### src/rtl/tlbinv_pkg.sv
package tlbinv_pkg;
  localparam int REG_AW = 3;

  // register word offsets
  localparam logic [REG_AW-1:0] OFS_MASK  = 3'd0;
  localparam logic [REG_AW-1:0] OFS_FIRST = 3'd1;
  localparam logic [REG_AW-1:0] OFS_LAST  = 3'd2;
  localparam logic [REG_AW-1:0] OFS_CMD   = 3'd3;
  localparam logic [REG_AW-1:0] OFS_DONE  = 3'd4;

  // command codes
  localparam int CMD_RANGE = 1;
  localparam int CMD_FULL  = 2;

  typedef enum logic [1:0] {
    OP_NONE  = 2'd0,
    OP_RANGE = 2'd1,
    OP_FULL  = 2'd2
  } op_e;
endpackage

### src/rtl/tlbinv_regs.sv
module tlbinv_regs
  import tlbinv_pkg::*;
#(
  parameter int DATA_W     = 32,
  parameter int PAGE_SHIFT = 12,
  parameter int NCACHE     = 2,
  localparam int PAGE_W    = DATA_W - PAGE_SHIFT
) (
  input  logic               clk,
  input  logic               rst_n,
  input  logic               wr_en,
  input  logic [REG_AW-1:0]  wr_addr,
  input  logic [DATA_W-1:0]  wr_data,
  input  logic [REG_AW-1:0]  rd_addr,
  output logic [DATA_W-1:0]  rd_data,
  input  logic               done_set,
  input  logic               done_clr,
  output op_e                op_go,
  output logic [NCACHE-1:0]  mask_q,
  output logic [PAGE_W-1:0]  first_q,
  output logic [PAGE_W-1:0]  last_q,
  output logic               done_q
);

  function automatic logic [PAGE_W-1:0] page_of(input logic [DATA_W-1:0] v);
    return v[DATA_W-1:PAGE_SHIFT];
  endfunction

  function automatic logic [DATA_W-1:0] addr_of(input logic [PAGE_W-1:0] p);
    return {p, {PAGE_SHIFT{1'b0}}};
  endfunction

  function automatic op_e decode_op(input logic [DATA_W-1:0] v);
    if (v == DATA_W'(CMD_RANGE)) return OP_RANGE;
    if (v == DATA_W'(CMD_FULL))  return OP_FULL;
    return OP_NONE;
  endfunction

  logic wr_cmd, wr_done_zero;
  assign wr_cmd       = wr_en && (wr_addr == OFS_CMD);
  assign wr_done_zero = wr_en && (wr_addr == OFS_DONE) && (wr_data == '0);
  assign op_go        = wr_cmd ? decode_op(wr_data) : OP_NONE;

  always_ff @(posedge clk or negedge rst_n) begin
    if (!rst_n) begin
      mask_q  <= '0;
      first_q <= '0;
      last_q  <= '0;
    end else if (wr_en) begin
      if (wr_addr == OFS_MASK)  mask_q  <= wr_data[NCACHE-1:0];
      if (wr_addr == OFS_FIRST) first_q <= page_of(wr_data);
      if (wr_addr == OFS_LAST)  last_q  <= page_of(wr_data);
    end
  end

  // set has priority over any clear
  always_ff @(posedge clk or negedge rst_n) begin
    if (!rst_n)                        done_q <= 1'b0;
    else if (done_set)                 done_q <= 1'b1;
    else if (done_clr || wr_done_zero) done_q <= 1'b0;
  end

  always_comb begin
    case (rd_addr)
      OFS_MASK:  rd_data = DATA_W'(mask_q);
      OFS_FIRST: rd_data = addr_of(first_q);
      OFS_LAST:  rd_data = addr_of(last_q);
      OFS_DONE:  rd_data = DATA_W'(done_q);
      default:   rd_data = '0;
    endcase
  end

  a_r6_set_wins: assert property (@(posedge clk) disable iff (!rst_n)
    done_set |=> done_q);
  a_r6_sticky: assert property (@(posedge clk) disable iff (!rst_n)
    done_q && !wr_done_zero && !done_clr |=> done_q);
  a_r6_only_set_raises: assert property (@(posedge clk) disable iff (!rst_n)
    !done_q && !done_set |=> !done_q);

endmodule

### src/rtl/tlbinv_walker.sv
module tlbinv_walker
  import tlbinv_pkg::*;
#(
  parameter int PAGE_W = 20,
  parameter int NCACHE = 2
) (
  input  logic              clk,
  input  logic              rst_n,
  input  op_e               op_go,
  input  logic [NCACHE-1:0] mask,
  input  logic [PAGE_W-1:0] first_pg,
  input  logic [PAGE_W-1:0] last_pg,
  input  logic              inv_ack,
  output logic              inv_req,
  output logic [PAGE_W-1:0] inv_page,
  output logic [NCACHE-1:0] inv_tgt,
  output logic              done_set,
  output logic              done_clr
);

  logic              busy_q;
  logic [PAGE_W-1:0] cur_q, end_q;
  logic [NCACHE-1:0] msk_q;

  // named events for the assertions
  logic range_take, empty, abort, step, at_end;
  assign abort      = (op_go == OP_FULL);
  assign range_take = (op_go == OP_RANGE) && !busy_q;
  assign empty      = (last_pg < first_pg) || (mask == '0);
  assign step       = busy_q && inv_ack && !abort;
  assign at_end     = (cur_q == end_q);
  assign done_set   = (step && at_end) || (range_take && empty);
  assign done_clr   = range_take && !empty;

  always_ff @(posedge clk or negedge rst_n) begin
    if (!rst_n) begin
      busy_q <= 1'b0;
      cur_q  <= '0;
      end_q  <= '0;
      msk_q  <= '0;
    end else if (abort) begin
      busy_q <= 1'b0;
    end else if (busy_q) begin
      if (inv_ack) begin
        if (at_end) busy_q <= 1'b0;
        else        cur_q  <= cur_q + PAGE_W'(1);
      end
    end else if (range_take && !empty) begin
      busy_q <= 1'b1;
      cur_q  <= first_pg;
      end_q  <= last_pg;
      msk_q  <= mask;
    end
  end

  assign inv_req  = busy_q;
  assign inv_page = cur_q;

  for (genvar g = 0; g < NCACHE; g++) begin : g_tgt
    assign inv_tgt[g] = busy_q && msk_q[g];
  end

  a_r5_hold: assert property (@(posedge clk) disable iff (!rst_n)
    inv_req && !inv_ack && !abort |=> inv_req && $stable(inv_page) && $stable(inv_tgt));
  a_r4_ascend: assert property (@(posedge clk) disable iff (!rst_n)
    step && !at_end |=> inv_req && (inv_page == $past(inv_page) + PAGE_W'(1)));
  a_r4_bound: assert property (@(posedge clk) disable iff (!rst_n)
    inv_req |-> (inv_page <= end_q) && (inv_tgt != '0));
  a_r9_abort: assert property (@(posedge clk) disable iff (!rst_n)
    abort |=> !inv_req);
  a_r7_empty_quiet: assert property (@(posedge clk) disable iff (!rst_n)
    range_take && empty |=> !inv_req);
  a_r10_busy_ignores: assert property (@(posedge clk) disable iff (!rst_n)
    inv_req && !inv_ack && (op_go == OP_RANGE) |=> $stable(inv_page));

endmodule

### src/rtl/tlbinv_flush.sv
module tlbinv_flush
  import tlbinv_pkg::*;
#(
  parameter int NCACHE = 2
) (
  input  logic              clk,
  input  logic              rst_n,
  input  op_e               op_go,
  input  logic [NCACHE-1:0] mask,
  output logic              flush_o,
  output logic [NCACHE-1:0] flush_tgt
);

  logic fire;
  assign fire = (op_go == OP_FULL);

  always_ff @(posedge clk or negedge rst_n) begin
    if (!rst_n) begin
      flush_o   <= 1'b0;
      flush_tgt <= '0;
    end else begin
      flush_o   <= fire;
      flush_tgt <= fire ? mask : '0;
    end
  end

  a_r8_pulse: assert property (@(posedge clk) disable iff (!rst_n)
    fire |=> flush_o && (flush_tgt == $past(mask)));
  a_r8_quiet: assert property (@(posedge clk) disable iff (!rst_n)
    !fire |=> !flush_o && (flush_tgt == '0));

endmodule

### src/rtl/tlbinv_top.sv
module tlbinv_top
  import tlbinv_pkg::*;
#(
  parameter int DATA_W     = 32,
  parameter int PAGE_SHIFT = 12,
  parameter int NCACHE     = 2
) (
  input  logic                         clk,
  input  logic                         rst_n,
  input  logic                         wr_en,
  input  logic [REG_AW-1:0]            wr_addr,
  input  logic [DATA_W-1:0]            wr_data,
  input  logic [REG_AW-1:0]            rd_addr,
  output logic [DATA_W-1:0]            rd_data,
  output logic                         inv_req,
  output logic [DATA_W-PAGE_SHIFT-1:0] inv_page,
  output logic [NCACHE-1:0]            inv_tgt,
  input  logic                         inv_ack,
  output logic                         flush_o,
  output logic [NCACHE-1:0]            flush_tgt
);

  localparam int PAGE_W = DATA_W - PAGE_SHIFT;

  op_e               op_go;
  logic [NCACHE-1:0] mask_q;
  logic [PAGE_W-1:0] first_q, last_q;
  logic              done_q, done_set, done_clr;

  tlbinv_regs #(
    .DATA_W(DATA_W), .PAGE_SHIFT(PAGE_SHIFT), .NCACHE(NCACHE)
  ) u_regs (
    .clk(clk), .rst_n(rst_n),
    .wr_en(wr_en), .wr_addr(wr_addr), .wr_data(wr_data),
    .rd_addr(rd_addr), .rd_data(rd_data),
    .done_set(done_set), .done_clr(done_clr),
    .op_go(op_go), .mask_q(mask_q), .first_q(first_q), .last_q(last_q),
    .done_q(done_q)
  );

  tlbinv_walker #(.PAGE_W(PAGE_W), .NCACHE(NCACHE)) u_walk (
    .clk(clk), .rst_n(rst_n), .op_go(op_go), .mask(mask_q),
    .first_pg(first_q), .last_pg(last_q), .inv_ack(inv_ack),
    .inv_req(inv_req), .inv_page(inv_page), .inv_tgt(inv_tgt),
    .done_set(done_set), .done_clr(done_clr)
  );

  tlbinv_flush #(.NCACHE(NCACHE)) u_flush (
    .clk(clk), .rst_n(rst_n), .op_go(op_go), .mask(mask_q),
    .flush_o(flush_o), .flush_tgt(flush_tgt)
  );

  a_r9_no_done_after_abort: assert property (@(posedge clk) disable iff (!rst_n)
    (op_go == OP_FULL) && !done_q |=> !done_q);

endmodule

### config.mk
export PLATFORM = sky130hd
export DESIGN_NAME = tlbinv_top
export DESIGN_NICKNAME = d
export VERILOG_FILES = /design/src/rtl/tlbinv_pkg.sv /design/src/rtl/tlbinv_regs.sv /design/src/rtl/tlbinv_walker.sv /design/src/rtl/tlbinv_flush.sv /design/src/rtl/tlbinv_top.sv
export SDC_FILE = /design/constraint.sdc
export NUM_CORES = 1
export LEC_CHECK = 0
export BUFFER_PORTS_ARGS = -buffer_cell sky130_fd_sc_hd__buf_2
export CAP_MARGIN = 30
export CORE_UTILIZATION = 35
export DETAILED_ROUTE_END_ITERATION = 8
export PLACE_DENSITY = 0.66
export SYNTH_ARGS = -nofsm -noshare
export SYNTH_HDL_FRONTEND = slang
export SYNTH_SLANG_ARGS = --single-unit
### constraint.sdc
create_clock -name clk -period 4.37 [get_ports clk]
set_input_delay 0.874 -clock clk [delete_from_list [all_inputs] [get_ports clk]]
set_output_delay 0.874 -clock clk [all_outputs]
set_load 0.005 [all_outputs]
Word-level counts from Yosys, hierarchy flattened
Index checks and enable logic that the tools add are counted.
{"block": "classes", "n_addsub": 1, "order_cmp": 1, "n_eq_ne": 14, "n_mux": 21, "n_bitwise": 2, "reduce_logical": 28}
{"op": "32-bit one-hot mux with 4 select lines", "count": 1}
{"op": "20-bit two-way mux", "count": 4}
{"op": "32-bit by 1-bit == test with 1-bit output (second input constant)", "count": 1}
{"op": "32-bit by 2-bit == test with 1-bit output (second input constant)", "count": 1}
{"op": "32-bit logical NOT", "count": 1}
{"op": "20-bit by 1-bit adder with 20-bit output (second input constant)", "count": 1}
{"op": "20-bit == test", "count": 1}
{"op": "20-bit less-than comparator", "count": 1}
{"op": "2-bit two-way mux", "count": 6}
{"op": "1-bit logical AND", "count": 11}
{"op": "1-bit two-way mux", "count": 10}
{"op": "3-bit by 2-bit == test with 1-bit output (second input constant)", "count": 3}
{"op": "3-bit by 1-bit == test with 1-bit output (second input constant)", "count": 2}
{"op": "3-bit == test (second input constant)", "count": 2}
{"op": "3-bit logical NOT", "count": 2}
{"op": "2-bit AND reduction", "count": 3}
{"op": "2-bit != test (second input constant)", "count": 2}
{"op": "4-bit AND reduction", "count": 1}
{"op": "2-bit nonzero test", "count": 2}
{"op": "1-bit logical NOT", "count": 3}
{"op": "1-bit logical OR", "count": 3}
{"op": "3-bit AND reduction", "count": 1}
{"op": "2-bit by 1-bit == test with 1-bit output (second input constant)", "count": 1}
{"op": "2-bit == test (second input constant)", "count": 1}
{"op": "other kinds (2)", "count": 3}
{"block": "word_totals", "reg_bits": 89, "output_inout_bits": 58, "word_cells": 77}

Logic depth before layout (Yosys ltp)
Gate-level depths: netlist of run 1.
{"block": "logic_depth", "word_depth": 12, "depth_mapped": 10, "mapped_depth_nobuf": 9}

Modules after synthesis
Synthesis of run 1 repeated with hierarchy kept, for this count alone.
{"block": "hier_totals", "hier_cells": 475, "area_unflattened_um2": 5131.2}
{"module": "tlbinv_walker", "n_inst": 1, "cells_each": 318, "area_per_inst_um2": 2961.6, "seq_area_each_um2": 1076.0}
{"module": "tlbinv_regs", "n_inst": 1, "cells_each": 151, "area_per_inst_um2": 2065.7, "seq_area_each_um2": 1076.0}
{"module": "tlbinv_flush", "n_inst": 1, "cells_each": 6, "area_per_inst_um2": 103.8, "seq_area_each_um2": 75.1}

Worst setup path after synthesis of run 1
OpenSTA, ideal clock, no wires.
{"block": "synth_path", "kind": "in2reg", "start": "input port wr_data[27]", "end": "register u_walk.cur_q[0], in the netlist u_walk.inv_page[0]", "t_arrival_ns": 3.015, "t_required_ns": 4.245, "path_slack_ns": 1.229, "path_stages": 7, "n_path_buf": 1, "cell_sequence": "or4_1 or4_4 nor3_4 o211ai_4 a221oi_2 buf_6 mux2_4"}
{"block": "synth_between", "elab_chain_len": 11}
{"element": "from (decl)", "line_no": "tlbinv_top.sv:12", "text": "input logic [DATA_W-1:0] wr_data,"}
{"element": "32-bit by 2-bit == test with 1-bit output", "line_no": "tlbinv_regs.sv:35", "text": "if (v == DATA_W'(CMD_FULL)) return OP_FULL;"}
{"element": "1-bit two-way mux (2 in a row)", "line_no": "tlbinv_regs.sv:35"}
{"element": "2-bit two-way mux", "line_no": "tlbinv_regs.sv:36", "text": "return OP_NONE;"}
{"element": "2-bit two-way mux (*)", "line_no": "tlbinv_regs.sv:35"}
{"element": "2-bit two-way mux (*)", "line_no": "tlbinv_regs.sv:42", "text": "assign op_go = wr_cmd ? decode_op(wr_data) : OP_NONE;"}
{"element": "2-bit by 1-bit == test with 1-bit output", "line_no": "tlbinv_walker.sv:28", "text": "assign range_take = (op_go == OP_RANGE) && !busy_q;"}
{"element": "1-bit logical AND", "line_no": "tlbinv_walker.sv:28"}
{"element": "1-bit logical AND", "line_no": "tlbinv_walker.sv:48", "text": "end else if (range_take && !empty) begin"}
{"element": "2-bit nonzero test (no source line)"}
{"element": "4-bit AND reduction (no source line) (*)"}
{"element": "to (signal assigned)", "line_no": "tlbinv_walker.sv:46", "text": "else cur_q <= cur_q + PAGE_W'(1);"}
{"element": "to (signal assigned)", "line_no": "tlbinv_walker.sv:50", "text": "cur_q <= first_pg;"}
{"element": "to (decl)", "line_no": "tlbinv_walker.sv:22", "text": "logic [PAGE_W-1:0] cur_q, end_q;"}
Mark *: on every way between the ends. The rest lies on a longest branch, timed or not. The select of a mux whose other input is x is not followed.
A chain may end at the register's enable or synchronous reset.

Worst setup path in the final report of run 1
{"block": "layout_path", "start": "input port wr_data[27]", "end": "register u_walk.cur_q[1], in the netlist u_walk.inv_page[1]"}
Same word-level chain as after synthesis.

==> results of run 1 <==
## cells by family after synthesis
logic type      after synthesis  share of synthesized area
compound gates               82                     0.1055
simple gates                123                     0.1211
mux                          66                     0.1618
other cells                   1                  0.0007437
flops                        89                     0.4417
xor+xnor                     38                    0.06601
fa+ha+maj                    20                    0.04963
buf+inv                      58                    0.05360
## registers in the layout, summed over array words and instances (netlist names), 2 cells and up
signal,count
u_regs.last_q,20
u_walk.msk_q,2
u_regs.first_q,20
u_flush.flush_tgt,2
u_walk.inv_page,20
u_walk.end_q,20
u_regs.mask_q,2
## power by group through the flow
stage	registers, W	clock network (W)	logic, W
floorplan	0.000980	0	0.000262
global placement	0.00102	0	0.000365
detailed placement	0.00102	0	0.000384
CTS	0.00101	0.000787	0.000386
global route	0.00102	0.000827	0.000439
finish	0.00101	0.000767	0.000382
## per-layer routing
| layer | routed length (um) | part of all wire | vias to the layer above | global-route usage |
|---|---|---|---|---|
| met2 | 5966 | 0.47 | 116 | 0.2804 |
| met5 | 0 | 0 | - | 0 |
| li1 | - | - | 1830 | - |
| met4 | 223 | 0.018 | 0 | 0.06636 |
| met3 | 656 | 0.052 | 14 | 0.04213 |
| met1 | 5716 | 0.45 | 1844 | 0.2356 |
## final cells by class
cell class / count / area share
multi-input cells: 339 / 0.4367
flip-flops and latches: 89 / 0.3737
repair buffers: 97 / 0.08860
clock buffers: 13 / 0.04199
well taps: 180 / 0.03779
inverters: 23 / 0.01449
clock inverters: 3 / 0.006718
## how the worst max path moves through the flow
stage | startpoint | slack, ns | cells past startpoint | endpoint
after floorplan | wr_data[27] | 1.23 | 7 | u_walk.inv_page[0]$_DFFE_PN0P_
after global placement | wr_data[27] | 0.89 | 8 | u_walk.inv_page[0]$_DFFE_PN0P_
after detailed placement | wr_data[27] | 0.86 | 8 | u_walk.inv_page[1]$_DFFE_PN0P_
after CTS | wr_data[27] | 1.20 | 8 | u_walk.inv_page[1]$_DFFE_PN0P_
after global routing | wr_data[27] | 1.10 | 8 | u_walk.inv_page[19]$_DFFE_PN0P_
final | wr_data[27] | 1.19 | 8 | u_walk.inv_page[1]$_DFFE_PN0P_
## cell usage after synthesis, drive strengths merged, types with 2 or more instances
cell type,count,share of area
inv,23,0.017
buf,13,0.020
nor3,6,0.0082
xor2,19,0.033
and2,4,0.0050
nand2,41,0.031
a22o,20,0.035
clkbuf,22,0.016
a21oi,26,0.026
nor2,29,0.022
o21ai,26,0.026
nor3b,4,0.0060
or4,3,0.0052
dfrtp,89,0.44
nor2b,2,0.0025
nand3,6,0.0060
ha,20,0.050
a21o,2,0.0030
and4,2,0.0035
xnor2,19,0.033
nor4,10,0.012
mux2,64,0.16
a31oi,2,0.0025
and3,2,0.0025
mux2i,2,0.0040
nand4,12,0.015
## through the flow
| stage | setup WS [ns] | power [W] | utilization | instance area [um^2] | cells |
|---|---|---|---|---|---|
| after floorplan | 1.229 | 0.001243 | - | 5076 | 486 |
| after global placement | 0.8883 | 0.001385 | 0.4033 | 5642 | 727 |
| after detailed placement | 0.8577 | 0.001407 | 0.4053 | 5669 | 728 |
| after CTS | 1.205 | 0.002181 | 0.4260 | 5959 | 744 |
| after global routing | 1.095 | 0.002289 | 0.4260 | 5959 | 744 |
| final | 1.192 | 0.002159 | 0.4260 | 5959 | 744 |
==> impl_metrics.csv, run 1 <==
group,metric,value,unit
timing,grt_setup_unrepaired,"false",
setup_path,r2r-end,"u_walk.inv_page[1]$_DFFE_PN0P_",
clock_tree,clock_sinks,89,
layout,seqCellArea,2227,um^2
pwr,clock_power_share,0.355,
timing,hold_viol_final,0,
die,rows,43,
global_routing,grt_pass1_wl,20070,um
global_routing,track_usage,0.1778,
clock_tree,cts_resized,0,
pwr,ir_drop,0.0001630,V
pwr,power_frac_comb,0.177,
global_routing,antenna_found_initial,0,
outcome,outcome,"finished clean",
setup_path,crit_family,"simple AND/OR/NAND/NOR gates",
layout,final_common_cell,"dfrtp_1",
synth,async_reset_ff_frac,1.000,
clock_tree,clk_latency,0.34,ns
setup_path,crit_path_end_kind,"register",
die,core,13990,um^2
timing,fin_crit,3.178,ns
clock_tree,cts_hold_buf,0,
detailed_routing,viasPerCell,5.113,
setup_path,arrival,3.40,ns
clock_tree,clk_path_buf_depth,2,
global_routing,grt_max_degree,59,
layout,layout_common_cells,"89 x dfrtp_1, 88 x buf_2, 44 x mux2_2, 41 x nand2_1, 28 x nor2_1",
setup_path,critPathSlowestCell,"or4_1",
place,port_buffers,89,
global_routing,grt_pass1_vias,3844,
synth,ys_seq_area_frac,0.4417,
clock_tree,root_buffer,"clkbuf_16",
pwr,p_int,0.001543,W
layout,drive_above_1_share,0.3227,
layout,fill_cells,1355,
detailed_routing,drt_drc_violations_left,0,
flow_run,cap_violations,0,
setup_path,cpPeakStageDelay,0.59,ns
synth,yosysWarnings,0,
synth,synth_edf_count,0,
min_path,hold_class,"in2async",
timing,post-route-period-util,0.7272,
clock_tree,cts_setup_buffers,0,
pwr,switching_share,0.2854,
detailed_routing,final_antenna_net_count,0,
die,pin_count,100,
pwr,p_sw,0.0006161,W
pwr,p_per_area,362.3,nW/um^2
synth,syn-cell-area,5042,um^2
clock_tree,cts_tree,"yes",
timing,finalSetupTns,0,ns
setup_path,rrSetupSlack,1.30,ns
setup_path,critPathKind,"in2reg",
synth,synthDistinctLibCells,40,
die,fp.dieW,122.0,um
timing,fin_hold_ws,0.4755,ns
layout,insertedDiodeCount,0,
setup_path,path_max_fanout,20,
setup_path,cp-start-kind,"input pin",
place,finalWeightedCongestion,0.8182,
detailed_routing,num_vias,3804,
timing,fin_skew,0.007938,ns
synth,synth-seq-cells,89,
timing,drv_slew,0,
clock_tree,cts_made_buffers,9,
setup_path,cp_cell_sequence,"buf_2 > or4_1 > or4_4 > nor3_4 > o211ai_4 > a221oi_4 > buf_4 > mux2_4",
synth,synth_ff_type,"dfrtp_1",
pwr,p_leak,2.901,nW
timing,fmax,314.7,MHz
clock_tree,clk_pin_slew,0.06,ns
die,dieArea,14890,um^2
layout,area_delta_synth_final,18.19,%
setup_path,ff2ff_path_depth,9,
layout,nets,621,
layout,multiInputGateArea,2603,um^2
setup_path,required,4.59,ns
detailed_routing,wirelength,12560,um
detailed_routing,wl_per_cell,16.89,um
global_routing,gr-total-overflow,0,
synth,syn_area_per_cell,10.57,um^2
setup_path,cp_num_buf_inv,2,
pwr,power_frac_seq,0.468,
place,hpwl,9681,um
detailed_routing,drt_pre_antenna_iters,4,
detailed_routing,drt_iter0_drc,186,
die,die_h,122.0,um
timing,setup_viol,0,
synth,syn_inst,477,
setup_path,reg2reg_from,"u_regs.first_q[17]$_DFFE_PN0P_",
die,start_util,0.3605,
clock_tree,htree_levels,3,
Note: power is estimated with default switching activity, not from simulation.
==> inputs of run 2 (changes only) <==
--- a/config.mk
+++ b/config.mk
@@ -5,11 +5,12 @@
 export SDC_FILE = /design/constraint.sdc
 export NUM_CORES = 1
 export LEC_CHECK = 0
+export ABC_AREA = 1
 export BUFFER_PORTS_ARGS = -buffer_cell sky130_fd_sc_hd__buf_2
 export CAP_MARGIN = 30
 export CORE_UTILIZATION = 35
 export DETAILED_ROUTE_END_ITERATION = 8
-export PLACE_DENSITY = 0.66
+export PLACE_DENSITY = 0.65
 export SYNTH_ARGS = -nofsm -noshare
 export SYNTH_HDL_FRONTEND = slang
 export SYNTH_SLANG_ARGS = --single-unit
==> constraint.sdc (replaced) <==
create_clock -name clk -period 3.26 [get_ports clk]
set_input_delay 0.652 -clock clk [delete_from_list [all_inputs] [get_ports clk]]
set_output_delay 0.652 -clock clk [all_outputs]
set_load 0.005 [all_outputs]
==> impl_metrics.csv, run 2 <==
group,metric,value,unit
outcome,outcome,"finished clean",
setup_path,required,2.61,ns
clock_tree,clk_path_buf_depth,2,
clock_tree,cts_tree,"yes",
synth,synthDistinctLibCells,31,
timing,setup_viol,0,
synth,yosysMostFrequentCell,"nand2_1",
layout,fin_cells,1056,
clock_tree,clk_pin_slew,0.06,ns
layout,layout_common_cells,"253 x nand2_1, 117 x inv_1, 89 x dfrtp_1, 88 x buf_2, 75 x nor2_1",
layout,seqCellArea,2227,um^2
layout,drive_above_1_share,0.1382,
detailed_routing,drt_pre_antenna_iters,7,
clock_tree,cts_resized,0,
global_routing,gr-total-overflow,0,
synth,synth_top_area_frac,0.4109,
timing,fin_skew,0.005599,ns
timing,finalSetupTns,0,ns
die,core,15150,um^2
flow_run,cap_violations,0,
die,dieArea,15990,um^2
place,hpwl,10810,um
timing,slew_headroom,0.5339,
global_routing,grt_pass1_wl,23590,um
clock_tree,cts_made_buffers,9,
synth,syn-cell-area,5420,um^2
setup_path,cp_cell_sequence,"buf_2 > inv_1 > nor2_1 > nand2_1 > o22ai_1 > buf_2",
clock_tree,cts_setup_buffers,0,
clock_tree,cts_hold_buf,0,
setup_path,cp-start-kind,"input pin",
global_routing,grt_pass1_vias,4662,
layout,nets,926,
layout,finalInstanceArea,6316,um^2
global_routing,track_usage,0.1886,
setup_path,crit_family,"simple AND/OR/NAND/NOR gates",
clock_tree,htree_levels,3,
clock_tree,clock_sinks,89,
synth,ys_top_cells_by_area,"dfrtp_1 41%, nand2_1 18%, inv_1 8.1%",
pwr,power_frac_seq,0.442,
die,pin_count,100,
pwr,p_sw,0.0008376,W
place,port_buffers,89,
pwr,power_frac_comb,0.182,
timing,drv_slew,0,
setup_path,arrival,1.94,ns
die,fp.dieW,126.4,um
timing,hold_viol_final,0,
detailed_routing,drt_iter0_drc,362,
layout,insertedDiodeCount,0,
setup_path,crit_path_end_kind,"output port",
synth,synth-seq-cells,89,
synth,synth.largest_area_cell,"dfrtp_1",
timing,fin_crit,2.592,ns
pwr,ir_drop,0.0002361,V
layout,multiInputGateArea,2575,um^2
pwr,p_int,0.002080,W
place,placed_area,6001,um^2
synth,async_reset_ff_frac,1.000,
synth,synth_ff_type,"dfrtp_1",
place,finalWeightedCongestion,0.8020,
layout,area_delta_synth_final,16.53,%
pwr,p_per_area,461.9,nW/um^2
pwr,p_leak,3.350,nW
setup_path,worst_path_most_repeated_cell,"buf_2",
layout,final_common_cell,"nand2_1",
synth,syn_area_per_cell,6.914,um^2
pwr,clock_power_share,0.375,
die,die_h,126.4,um
timing,post-route-period-util,0.7952,
timing,worstMarginPinSlew,0.6975,ns
clock_tree,clk_latency,0.34,ns
synth,synth_edf_count,0,
layout,fill_cells,1549,
pwr,power,0.002917,W
synth,ys_seq_area_frac,0.4109,
detailed_routing,viasPerCell,4.651,
detailed_routing,final_antenna_net_count,0,
min_path,hold_class,"in2async",
detailed_routing,wirelength,14150,um
pwr,switching_share,0.2871,
global_routing,antenna_found_initial,0,
synth,synth_top_cells_by_count,"253 x nand2_1, 117 x inv_1, 89 x dfrtp_1, 75 x nor2_1, 70 x o21ai_0",
setup_path,critPathSlowestCell,"nand2_1",
die,start_util,0.3579,
timing,grt_setup_unrepaired,"false",
setup_path,cpPeakStageDelay,0.42,ns
detailed_routing,num_vias,4911,
synth,syn_inst,784,
timing,fmax,385.7,MHz
detailed_routing,drt_drc_violations_left,0,
detailed_routing,wl_per_cell,13.40,um
setup_path,path_max_fanout,19,
setup_path,critPathKind,"in2out",
synth,yosysWarnings,0,
place,placed_cells,1041,
setup_path,cp_num_buf_inv,3,
clock_tree,root_buffer,"clkbuf_16",
global_routing,grt_max_degree,53,
die,rows,45,
run 2: changes by cell type in the layout (fill, tap and decap cells not counted), sizes merged, moves of 20 or more:
cell / change
nand2: +215
inv: +95
mux2: -64
o21ai: +57
nor2: +46
nand3: +42
a22o: -20
run 2: per-layer routing:
layer / up-vias / part of all wire / global-route usage
li1: 2590 / - / -
met1: 2179 / 0.50 / 0.2622
met2: 119 / 0.44 / 0.2967
met3: 23 / 0.040 / 0.03374
met4: 0 / 0.022 / 0.06166
met5: - / 0 / 0
run 2: final cells by class:
| cell class | instances | share of cell area |
|---|---|---|
| Multi-Input combinational cell | 549 | 0.4077 |
| Sequential cell | 89 | 0.3526 |
| Timing Repair Buffer | 97 | 0.08241 |
| Inverter | 118 | 0.07013 |
| Clock buffer | 13 | 0.04437 |
| Tap cell | 188 | 0.03724 |
| Clock inverter | 2 | 0.005547 |
run 2: power groups by stage:
| stage | registers (W) | logic [W] | clock network [W] |
|---|---|---|---|
| after floorplan | 0.00128 | 0.000364 | 0 |
| after global placement | 0.00130 | 0.000523 | 0 |
| after detailed placement | 0.00131 | 0.000534 | 0 |
| after CTS | 0.00129 | 0.000537 | 0.00111 |
| after global routing | 0.00131 | 0.000623 | 0.00116 |
| final | 0.00129 | 0.000532 | 0.00109 |
run 2: stage by stage:
stage | setup slack [ns] | hold WS [ns] | util
3_3_place_gp | 0.6996 | 0.4688 | 0.3962
5_1_grt | 0.5518 | 0.4212 | 0.4170
6_report | 0.6676 | 0.3588 | 0.4170
4_1_cts | 0.6987 | 0.3931 | 0.4170
3_5_place_dp | 0.6984 | 0.4734 | 0.3962
2_1_floorplan | 1.264 | 0.3564 | -
run 2: cells by family (layout without fill, tap and decap cells):
| logic type | after synthesis | count (layout) | synth area share |
|---|---|---|---|
| and+or+nand+nor | 391 | 391 | 0.2892 |
| AOI/OAI and AO/OA | 117 | 117 | 0.1150 |
| buffers and inverters | 155 | 230 | 0.1203 |
| xor gates and xnor gates | 11 | 11 | 0.01778 |
| adders and majority gates | 20 | 20 | 0.04617 |
| other | 1 | 10 | 0.0006919 |
| DFF | 89 | 89 | 0.4109 |
run 2: worst paths after layout:
kind	startpoint	end	slack, ns	depth (start not counted)
setup / recovery	rd_addr[0]	rd_data[19]	0.67	6
hold / removal	rst_n	u_walk.inv_page[10]$_DFFE_PN0P_	0.36	1
setup reg to reg	u_walk.inv_req$_DFF_PN0_	u_walk.inv_page[19]$_DFFE_PN0P_	1.06	11
hold reg to reg	u_regs.first_q[13]$_DFFE_PN0P_	u_regs.first_q[13]$_DFFE_PN0P_	0.49	2
max in group asynchronous	rst_n	u_regs.last_q[0]$_DFFE_PN0P_	2.25	2
min in group clk	u_regs.first_q[13]$_DFFE_PN0P_	u_regs.first_q[13]$_DFFE_PN0P_	0.49	2
